===== src/rtl/busclr_pkg.sv =====
package busclr_pkg;
  typedef enum logic [3:0] {
    ST_IDLE,
    ST_CHECK,
    ST_PULSE_LOW,
    ST_PULSE_HIGH,
    ST_SAMPLE,
    ST_STOP_SETUP,
    ST_STOP_RELEASE,
    ST_DONE,
    ST_FAULT
  } rcv_state_t;

  // sub-steps of the STOP sequence
  localparam logic [1:0] STOP_CLK_LOW  = 2'd0;
  localparam logic [1:0] STOP_DATA_LOW = 2'd1;
  localparam logic [1:0] STOP_CLK_REL  = 2'd2;
endpackage


===== src/rtl/busclr_sync.sv =====
module busclr_sync #(
  parameter int unsigned STAGES    = 2,
  parameter logic        RESET_VAL = 1'b1
) (
  input  logic clk,
  input  logic rst,
  input  logic d,
  output logic q
);
  generate
    if (STAGES <= 1) begin : g_single
      logic r;
      always_ff @(posedge clk) begin
        if (rst) r <= RESET_VAL;
        else     r <= d;
      end
      assign q = r;
    end else begin : g_chain
      logic [STAGES-1:0] sh;
      always_ff @(posedge clk) begin
        if (rst) sh <= {STAGES{RESET_VAL}};
        else     sh <= {sh[STAGES-2:0], d};
      end
      assign q = sh[STAGES-1];
    end
  endgenerate
endmodule


===== src/rtl/busclr_tick_counter.sv =====
module busclr_tick_counter #(
  parameter int unsigned LIMIT = 4
) (
  input  logic clk,
  input  logic rst,
  input  logic en,
  output logic expired
);
  localparam int unsigned W = (LIMIT < 2) ? 1 : $clog2(LIMIT);
  localparam logic [W-1:0] LAST = W'(LIMIT - 1);

  logic [W-1:0] cnt;

  assign expired = en && (cnt == LAST);

  always_ff @(posedge clk) begin
    if (rst || !en || expired) cnt <= '0;
    else                       cnt <= cnt + 1'b1;
  end


  cnt_range_chk: assert property (@(posedge clk) disable iff (rst) cnt <= LAST);

  cnt_idle_chk: assert property (@(posedge clk) disable iff (rst) !en |=> cnt == '0);
endmodule


===== src/rtl/i2c_bus_unhang.sv =====
module i2c_bus_unhang
  import busclr_pkg::*;
#(
  parameter int unsigned HALF_CYCLES = 250,
  parameter int unsigned STUCK_LIMIT = 100000,
  parameter int unsigned MAX_PULSES  = 9,
  parameter int unsigned SYNC_STAGES = 2,
  localparam int unsigned CW = $clog2(MAX_PULSES + 1)
) (
  input  logic          clk,
  input  logic          rst,
  input  logic          start_i,
  input  logic          scl_i,
  input  logic          sda_i,
  output logic          scl_pull_o,
  output logic          sda_pull_o,
  output logic          busy_o,
  output logic          done_o,
  output logic          clk_stuck_o,
  output logic          fail_o,
  output logic [CW-1:0] pulse_cnt_o
);
  localparam logic [CW-1:0] CNT_MAX = CW'(MAX_PULSES);

  logic scl_s, sda_s;
  logic half_run, half_exp, tmo_run, tmo_exp;

  rcv_state_t st, st_n;
  logic [1:0]    step, step_n;
  logic [CW-1:0] cnt, cnt_n;
  logic set_done, set_stuck, set_fail, clr_status;

  busclr_sync #(.STAGES(SYNC_STAGES), .RESET_VAL(1'b1)) u_scl_sync (
    .clk(clk), .rst(rst), .d(scl_i), .q(scl_s));
  busclr_sync #(.STAGES(SYNC_STAGES), .RESET_VAL(1'b1)) u_sda_sync (
    .clk(clk), .rst(rst), .d(sda_i), .q(sda_s));

  busclr_tick_counter #(.LIMIT(HALF_CYCLES)) u_phase_tmr (
    .clk(clk), .rst(rst), .en(half_run), .expired(half_exp));
  busclr_tick_counter #(.LIMIT(STUCK_LIMIT)) u_stuck_tmr (
    .clk(clk), .rst(rst), .en(tmo_run), .expired(tmo_exp));

  always_comb begin
    st_n       = st;
    step_n     = step;
    cnt_n      = cnt;
    half_run   = 1'b0;
    tmo_run    = 1'b0;
    set_done   = 1'b0;
    set_stuck  = 1'b0;
    set_fail   = 1'b0;
    clr_status = 1'b0;
    unique case (st)
      ST_IDLE, ST_DONE, ST_FAULT: begin
        if (start_i) begin
          st_n       = ST_CHECK;
          step_n     = STOP_CLK_LOW;
          cnt_n      = '0;
          clr_status = 1'b1;
        end
      end
      ST_CHECK: begin
        if (!scl_s) begin
          tmo_run = 1'b1;
          if (tmo_exp) begin
            st_n      = ST_FAULT;
            set_stuck = 1'b1;
          end
        end else if (sda_s) begin
          st_n     = ST_DONE;
          set_done = 1'b1;
        end else begin
          st_n = ST_PULSE_LOW;
        end
      end
      ST_PULSE_LOW: begin
        half_run = 1'b1;
        if (half_exp) st_n = ST_PULSE_HIGH;
      end
      ST_PULSE_HIGH: begin
        if (!scl_s) begin
          tmo_run = 1'b1;
          if (tmo_exp) begin
            st_n      = ST_FAULT;
            set_stuck = 1'b1;
          end
        end else begin
          half_run = 1'b1;
          if (half_exp) st_n = ST_SAMPLE;
        end
      end
      ST_SAMPLE: begin
        cnt_n = cnt + 1'b1;
        if (sda_s) begin
          st_n   = ST_STOP_SETUP;
          step_n = STOP_CLK_LOW;
        end else if (cnt_n == CNT_MAX) begin
          st_n     = ST_FAULT;
          set_fail = 1'b1;
        end else begin
          st_n = ST_PULSE_LOW;
        end
      end
      ST_STOP_SETUP: begin
        if (step == STOP_CLK_REL) begin
          if (!scl_s) begin
            tmo_run = 1'b1;
            if (tmo_exp) begin
              st_n      = ST_FAULT;
              set_stuck = 1'b1;
            end
          end else begin
            half_run = 1'b1;
            if (half_exp) st_n = ST_STOP_RELEASE;
          end
        end else begin
          half_run = 1'b1;
          if (half_exp) step_n = step + 2'd1;
        end
      end
      ST_STOP_RELEASE: begin
        half_run = 1'b1;
        if (half_exp) begin
          if (scl_s && sda_s) begin
            st_n     = ST_DONE;
            set_done = 1'b1;
          end else begin
            st_n     = ST_FAULT;
            set_fail = 1'b1;
          end
        end
      end
      default: st_n = ST_IDLE;
    endcase
  end

  always_ff @(posedge clk) begin
    if (rst) begin
      st          <= ST_IDLE;
      step        <= STOP_CLK_LOW;
      cnt         <= '0;
      scl_pull_o  <= 1'b0;
      sda_pull_o  <= 1'b0;
      busy_o      <= 1'b0;
      done_o      <= 1'b0;
      clk_stuck_o <= 1'b0;
      fail_o      <= 1'b0;
    end else begin
      st         <= st_n;
      step       <= step_n;
      cnt        <= cnt_n;
      scl_pull_o <= (st_n == ST_PULSE_LOW) ||
                    ((st_n == ST_STOP_SETUP) && (step_n != STOP_CLK_REL));
      sda_pull_o <= (st_n == ST_STOP_SETUP) && (step_n != STOP_CLK_LOW);
      busy_o     <= !((st_n == ST_IDLE) || (st_n == ST_DONE) || (st_n == ST_FAULT));
      done_o      <= !clr_status && (done_o || set_done);
      clk_stuck_o <= !clr_status && (clk_stuck_o || set_stuck);
      fail_o      <= !clr_status && (fail_o || set_fail);
    end
  end

  assign pulse_cnt_o = cnt;


  stuck_no_pull_chk: assert property (@(posedge clk) disable iff (rst)
    clk_stuck_o |-> (!scl_pull_o && !sda_pull_o));

  sda_pull_order_chk: assert property (@(posedge clk) disable iff (rst)
    $rose(sda_pull_o) |-> ($past(scl_pull_o) && scl_pull_o));

  pulse_cap_chk: assert property (@(posedge clk) disable iff (rst)
    pulse_cnt_o <= CNT_MAX);

  status_onehot_chk: assert property (@(posedge clk) disable iff (rst)
    $onehot0({done_o, clk_stuck_o, fail_o}));

  status_hold_chk: assert property (@(posedge clk) disable iff (rst)
    (done_o && !start_i) |=> done_o);

  busy_status_chk: assert property (@(posedge clk) disable iff (rst)
    busy_o |-> !(done_o || clk_stuck_o || fail_o));

  done_lines_chk: assert property (@(posedge clk) disable iff (rst)
    $rose(done_o) |-> $past(scl_s && sda_s));
endmodule


===== config.mk =====
export PLATFORM = sky130hd
export DESIGN_NAME = i2c_bus_unhang
export DESIGN_NICKNAME = d
export VERILOG_FILES = /design/src/rtl/busclr_pkg.sv /design/src/rtl/busclr_sync.sv /design/src/rtl/busclr_tick_counter.sv /design/src/rtl/i2c_bus_unhang.sv
export SDC_FILE = /design/constraint.sdc
export NUM_CORES = 1
export LEC_CHECK = 0
export ABC_AREA = 1
export BUFFER_PORTS_ARGS = -buffer_cell sky130_fd_sc_hd__buf_2
export CORE_MARGIN = 5
export CORE_UTILIZATION = 65
export DETAILED_ROUTE_END_ITERATION = 10
export GPL_TIMING_DRIVEN = 1
export PLACE_DENSITY_LB_ADDON = 0.15
export SLEW_MARGIN = 40
export SYNTH_ARGS = -nofsm -noshare
export SYNTH_HDL_FRONTEND = slang
export SYNTH_SLANG_ARGS = --single-unit
export TNS_END_PERCENT = 10

===== constraint.sdc =====
create_clock -name clk -period 3.9 [get_ports clk]
set_clock_uncertainty 0.15 [all_clocks]
set_input_delay 0.39 -clock clk [delete_from_list [all_inputs] [get_ports clk]]
set_output_delay 0.39 -clock clk [all_outputs]
set_load 0.05 [all_outputs]

Yosys cells after proc, flatten, opt, wreduce, memory -nomap -nowiden. Cells that the tools add are included.

Reductions and logical operators: 30. Equality and inequality tests: 18. Shift operators: 0. $lt $le $gt $ge: 0. Divide/modulo/power cells: 0. Bitwise gates (word level): 0. $mul: 0. $add $sub $neg: 4. Mux-type cells: 44.

Operators with widths (count): two-way mux 4 bit (14); case mux 4 bit (7 select lines) (1); == test 4 x 3 -> 1 bit (second input constant) (6); adder 17 x 1 -> 17 bit (second input constant) (1); == test 17 bit (second input constant) (1); two-way mux 1 bit (17); == test 4 x 2 -> 1 bit (second input constant) (3); == test 4 bit (second input constant) (3); logical OR 1 bit (10); adder 8 x 1 -> 8 bit (second input constant) (1); == test 8 bit (second input constant) (1); logical AND 1 bit (8); zero test 4 bit (2); two-way mux 2 bit (4); case mux 1 bit (2 select lines) (4); case mux 4 bit (2 select lines) (1); case mux 2 bit (3 select lines) (1); adder 4 x 1 -> 4 bit (second input constant) (1); == test 4 x 1 -> 1 bit (second input constant) (1); zero test 1 bit (4); inequality test 2 bit (second input constant) (2); nonzero test 2 bit (2); OR reduction 2 bit (2); two-way mux 3 bit (1); other kinds (5) (5).

Bits in writable memories: 0. Word-level logic and storage cells: 109. ROM bits: 0. Output and inout bits: 10. Register bits after elaboration: 45. Bits in latches: 0. Memories kept: 0.

Depth between registers and ports, before layout.
Word-level depth: 12. Depth in mapped cells: 14. Depth with buffers taken out: 14.

Modules after synthesis. A second synthesis with hierarchy kept.

Cell total of the unflattened synthesis: 403. Area total of the unflattened synthesis: 2601.2 um^2.

Modules (own cells, without submodules): i2c_bus_unhang (area an instance 1171.1 um^2, cells an instance 195, instances 1); busclr_tick_counter at u_stuck_tmr (area an instance 919.6 um^2, cells an instance 140, instances 1); busclr_tick_counter at u_phase_tmr (area an instance 392.9 um^2, cells an instance 54, instances 1); busclr_sync (area an instance 58.8 um^2, cells an instance 7, instances 2).

Worst setup path after synthesis. No wires, ideal clock.

Path type: reg2reg. Start: reg cnt[1] (netlist: pulse_cnt_o[1]). End: reg busy_o. Setup slack: 1.837 ns. Required time: 3.637 ns. Library setup time: 0.113 ns. Path buffers: 0. Arrival: 1.800 ns. Cell stages (with the launch flop): 15. Path through: dfxtp_1 > ha_1 > nand2_1 > inv_1 > nor2_1 > nor2_1 > nand2_1 > nand2_1 > nand2_1 > nor2_1 > nand2_2 > nor2_4 > nand4_1 > nand2_1 > nor2_1.

Word-level cells in the longest chain between the ends: 9. Elaborated cells between the ends (all ways): 11.

Ends and longest elaborated chain: from (decl) (line i2c_bus_unhang.sv:30) `logic [CW-1:0] cnt, cnt_n;`; from (signal assigned) (line i2c_bus_unhang.sv:151) `cnt <= cnt_n;`; adder 4 x 1 -> 4 bit (*) (line i2c_bus_unhang.sv:93) `cnt_n = cnt + 1'b1;`; == test 4 bit (*) (line i2c_bus_unhang.sv:97) `end else if (cnt_n == CNT_MAX) begin`; two-way mux 4 bit (*) (line i2c_bus_unhang.sv:97); two-way mux 4 bit (*) (line i2c_bus_unhang.sv:94) `if (sda_s) begin`; case mux 4 bit (7 select lines) (*) (line i2c_bus_unhang.sv:53) `unique case (st)`; == test 4 x 3 -> 1 bit or zero test 4 bit (tied branches) (line i2c_bus_unhang.sv:155) `busy_o <= !((st_n == ST_IDLE) || (st_n == ST_DONE) || (st_n == ST_FAULT));`; logical OR 1 bit (line i2c_bus_unhang.sv:155); logical OR 1 bit (*) (line i2c_bus_unhang.sv:155); zero test 1 bit (*) (line i2c_bus_unhang.sv:155); to (signal assigned) (line i2c_bus_unhang.sv:155); to (decl) (line i2c_bus_unhang.sv:17) `output logic busy_o,`.

Mark *: on every way between the ends. The rest lies on a longest branch, timed or not. A chain may end at the register's enable or synchronous reset.

Worst setup path in the final report.
Start: reg step[0]. End: reg u_stuck_tmr.cnt[16].

Word-level cells in the longest chain between the ends: 6. Elaborated cells between the ends (all ways): 7.

Ends and longest elaborated chain: from (decl) (line i2c_bus_unhang.sv:29) `logic [1:0] step, step_n;`; from (signal assigned) (line i2c_bus_unhang.sv:150) `step <= step_n;`; == test 2 bit (*) (line i2c_bus_unhang.sv:105) `if (step == STOP_CLK_REL) begin`; two-way mux 1 bit (*) (line i2c_bus_unhang.sv:105); case mux 1 bit (2 select lines) (*) (line i2c_bus_unhang.sv:53); zero test 1 bit (line busclr_tick_counter.sv:17) `if (rst || !en || expired) cnt <= '0;`; logical OR 1 bit (line busclr_tick_counter.sv:17); logical OR 1 bit (*) (line busclr_tick_counter.sv:17); to (signal assigned) (line busclr_tick_counter.sv:18) `else cnt <= cnt + 1'b1;`; to (decl) (line busclr_tick_counter.sv:12) `logic [W-1:0] cnt;`.

Marks and branches as above.

==> run_results.csv <==
group,metric,value,unit
global_routing,first_global_vias,1982,
setup_path,start_kind,"register",
run_status,outcome,"complete, no violations",
setup_path,timing.rr.start,"step[0]",
routing,drt-wirelength-per-cell,11.87,um
hold_path,holdCritStartpoint,"sda_i",
floorplanning,design.die.area,5023,um2
floorplanning,core_area,3633,um2
logic_synthesis,synth_compound_area_frac,0.08260,
pwr,combPwrFrac,0.352,
cells_and_area,fin_util,0.7262,
routing,wl,4925,um
global_routing,antenna_found_initial,0,
pwr,power.leakage,1.189,nW
routing,wl_met3,236,um
logic_synthesis,synthCells,347,
cells_and_area,fillers,310,
routing,routed_via_density,5.193,
setup_path,crit_arrival,2280,ps
floorplanning,start_util,0.6629,
pwr,p_clk_frac,0.258,
pwr,vdd_ir_drop_max,0.0003129,V
clock_network,cts_buffer_depth,2,
logic_synthesis,synth_top_family_by_area,"simple AND/OR/NAND/NOR gates",
hold_path,whs_endpoint,"u_sda_sync.g_chain.sh[0]",
routing,dr.first_iter.drc_count,160,
sta,grt_setup_unrepaired,"false",
setup_path,r2r-end,"u_stuck_tmr.cnt[16]",
placed_design,place_congestion,0.9966,
logic_synthesis,ys_types,33,
cells_and_area,stdcell_count,415,
floorplanning,die_w,70.87,um
setup_path,cp_max_fo,17,
clock_network,clk_pin_slew,90,ps
job,max_cap_viol_count,0,
cells_and_area,drive_gt1_frac,0.1635,
global_routing,grt_pass1_wl,8335,um
sta,max_freq,0.4597,GHz
logic_synthesis,avgSynthCellArea,6.941,um2
logic_synthesis,ys_seq_area_frac,0.3740,
logic_synthesis,synth_seq_cells,45,
logic_synthesis,syn-num-nets,358,
setup_path,criticalPathCategory,"register to register",
global_routing,track_usage,0.2046,
pwr,internal-power,825.6,uW
floorplanning,die_h,70.87,um
sta,hold_violations,0,
cells_and_area,fin_nets,377,
global_routing,grt_max_degree,18,
pwr,power_switching,528.7,uW
setup_path,regToRegSetupSlack,1720,ps
clock_network,cts_tree,"yes",
clock_network,post_cts_buffers,0,
placed_design,dp_cells,407,
floorplanning,rows,22,
logic_synthesis,synthAdderAreaFrac,0.03117,
placed_design,port_buffers,14,
pwr,finalPower,1.354,mW
sta,final.setup.worst_slack,1725,ps
setup_path,reg2reg_depth,10,
sta,drv_slew,0,
sta,hold_ws,118.1,ps
cells_and_area,design_area,2639,um2
setup_path,critPathRequiredTime,4000,ps
hold_path,hold_class,"input pin to register",
cells_and_area,diodes,0,
clock_network,cts_hold_buf,0,
placed_design,preCtsSetupSlack,1715,ps
floorplanning,ios,15,
logic_synthesis,synth_xor_area_frac,0.01818,
routing,detail-route-antenna-nets,0,
clock_network,cts.sink_count,45,
sta,max_slew.worst_pin.slew,651.2,ps
routing,firstDrtPassIters,5,
pwr,seqPwrFrac,0.390,
routing,top_layer,"met4",
routing,wl_met2,2266,um
hold_path,holdPathStages,2,
setup_path,end_kind,"register",
logic_synthesis,syn-cell-area,2409,um2
clock_network,htreeDepth,2,
cells_and_area,area_delta_synth_final,9.558,%
clock_network,cts_buffers,5,
sta,period_share,0.5578,
clock_network,cts_root_buffer,"clkbuf_8",
routing,wl_met1,2349,um
sta,finalSetupViolations,0,
sta,slew_headroom,0.5646,
clock_network,clock_latency,300,ps
sta,tns,0,ps
placed_design,dp_hpwl,3752,um
sta,period_needed,2175,ps
pwr,cellPowerDensity,513.3,nW/um2
logic_synthesis,yosys.area_share.simple,0.4083,
logic_synthesis,synth.area.mux_share,0,
pwr,swShare,0.3904,
placed_design,placed_cell_area,2527,um2
logic_synthesis,synth_warnings,0,
routing,drc,0,
routing,vias,2155,
global_routing,grt-ovfl-total,0,
clock_network,cts.repair.resized,0,
[cell type report]
type | instances | area, um2 | area share
timing repair buffer | 14 | 70.07 | 0.02655
sequential | 45 | 900.9 | 0.3414
multi-input combinational | 248 | 1301 | 0.4931
inverter | 52 | 195.2 | 0.07397
clock inverter | 2 | 38.79 | 0.01470
tap | 48 | 60.06 | 0.02276
clock buffer | 6 | 72.57 | 0.02750
[layer usage]
metal / GRT usage / vias to the layer above
met5: 0 / -
met4: 0.06681 / 0
met3: 0.05398 / 9
met2: 0.3141 / 48
met1: 0.2804 / 947
li1: - / 1151
[cell usage in the layout (no fill, tap or decap), drive strengths merged, types with 2 or more instances in the layout]
cell type	synthesis	routed
nor2	53	53
or2	8	8
dfxtp	45	45
o31ai	2	2
o21a	5	5
nand2	88	88
clkbuf	1	6
xor2	4	4
buf	1	14
a21oi	17	17
ha	6	6
nor4	2	2
nand4	12	12
inv	52	52
nand3	27	27
nor3b	3	3
o21ai	8	8
nor3	9	9
[worst max path at each step]
stage,startpoint,to,slack (ps),cells after the start
after floorplan,pulse_cnt_o[1],busy_o,1840,14
after global placement,step[0],u_stuck_tmr.cnt[16],1790,10
after detailed placement,step[0],u_stuck_tmr.cnt[16],1720,10
after CTS,step[0],u_stuck_tmr.cnt[16],1710,10
after global routing,step[0],u_stuck_tmr.cnt[16],1470,10
final,step[0],u_stuck_tmr.cnt[16],1720,10
[synthesized netlist by cell type (all sizes together)]
master	instances	area, um2
ha	6	75.07
inv	52	195.2
nor3	9	61.31
o21a	5	37.54
clkbuf	1	3.750
xor2	4	35.03
o31ai	2	15.01
xnor2	1	8.760
dfxtp	45	900.9
nand4	12	75.07
o21bai	1	7.510
nand2	88	352.8
nor2	53	236.5
or2	8	50.05
a211oi	1	7.510
buf	1	7.510
o22ai	1	6.260
nand3	27	172.7
a21oi	17	85.08
o21ai	8	40.03
nor3b	3	22.52
nor4	2	12.51
[cell families (layout without fill, tap and decap cells)]
family,count (synthesis),in the layout
compound gates,35,35
fa+ha+maj,6,6
simple gates,202,202
flops,45,45
xor+xnor,5,5
buf+inv,54,74
[state kept, by name, indices dropped and copies added (netlist names)]
name and flops:
u_stuck_tmr.cnt 17, scl_pull_o 1, u_phase_tmr.cnt 8, done_o 1, clk_stuck_o 1, st 4, u_sda_sync.g_chain.sh 2, fail_o 1
pulse_cnt_o 4, busy_o 1, u_scl_sync.g_chain.sh 2, step 2, sda_pull_o 1
[power by group through the flow]
| stage | Combinational [mW] | Sequential, mW | Clock [mW] |
|---|---|---|---|
| finish | 0.476 | 0.529 | 0.350 |
| global placement | 0.459 | 0.538 | 0 |
| detailed placement | 0.470 | 0.539 | 0 |
| CTS | 0.473 | 0.528 | 0.359 |
| floorplan | 0.333 | 0.579 | 0 |
| global route | 0.536 | 0.536 | 0.382 |
[critical path, cell delays in order (launching register included)]
cell and delay, ps:
dfxtp_1 330, inv_1 60, ha_1 250, inv_1 110
nor2_1 40, nand3_1 100, nand2_2 80, nand4_1 120
nand3_1 460, a21oi_1 300, o21a_1 150
Power figures use the tool's default switching activity.
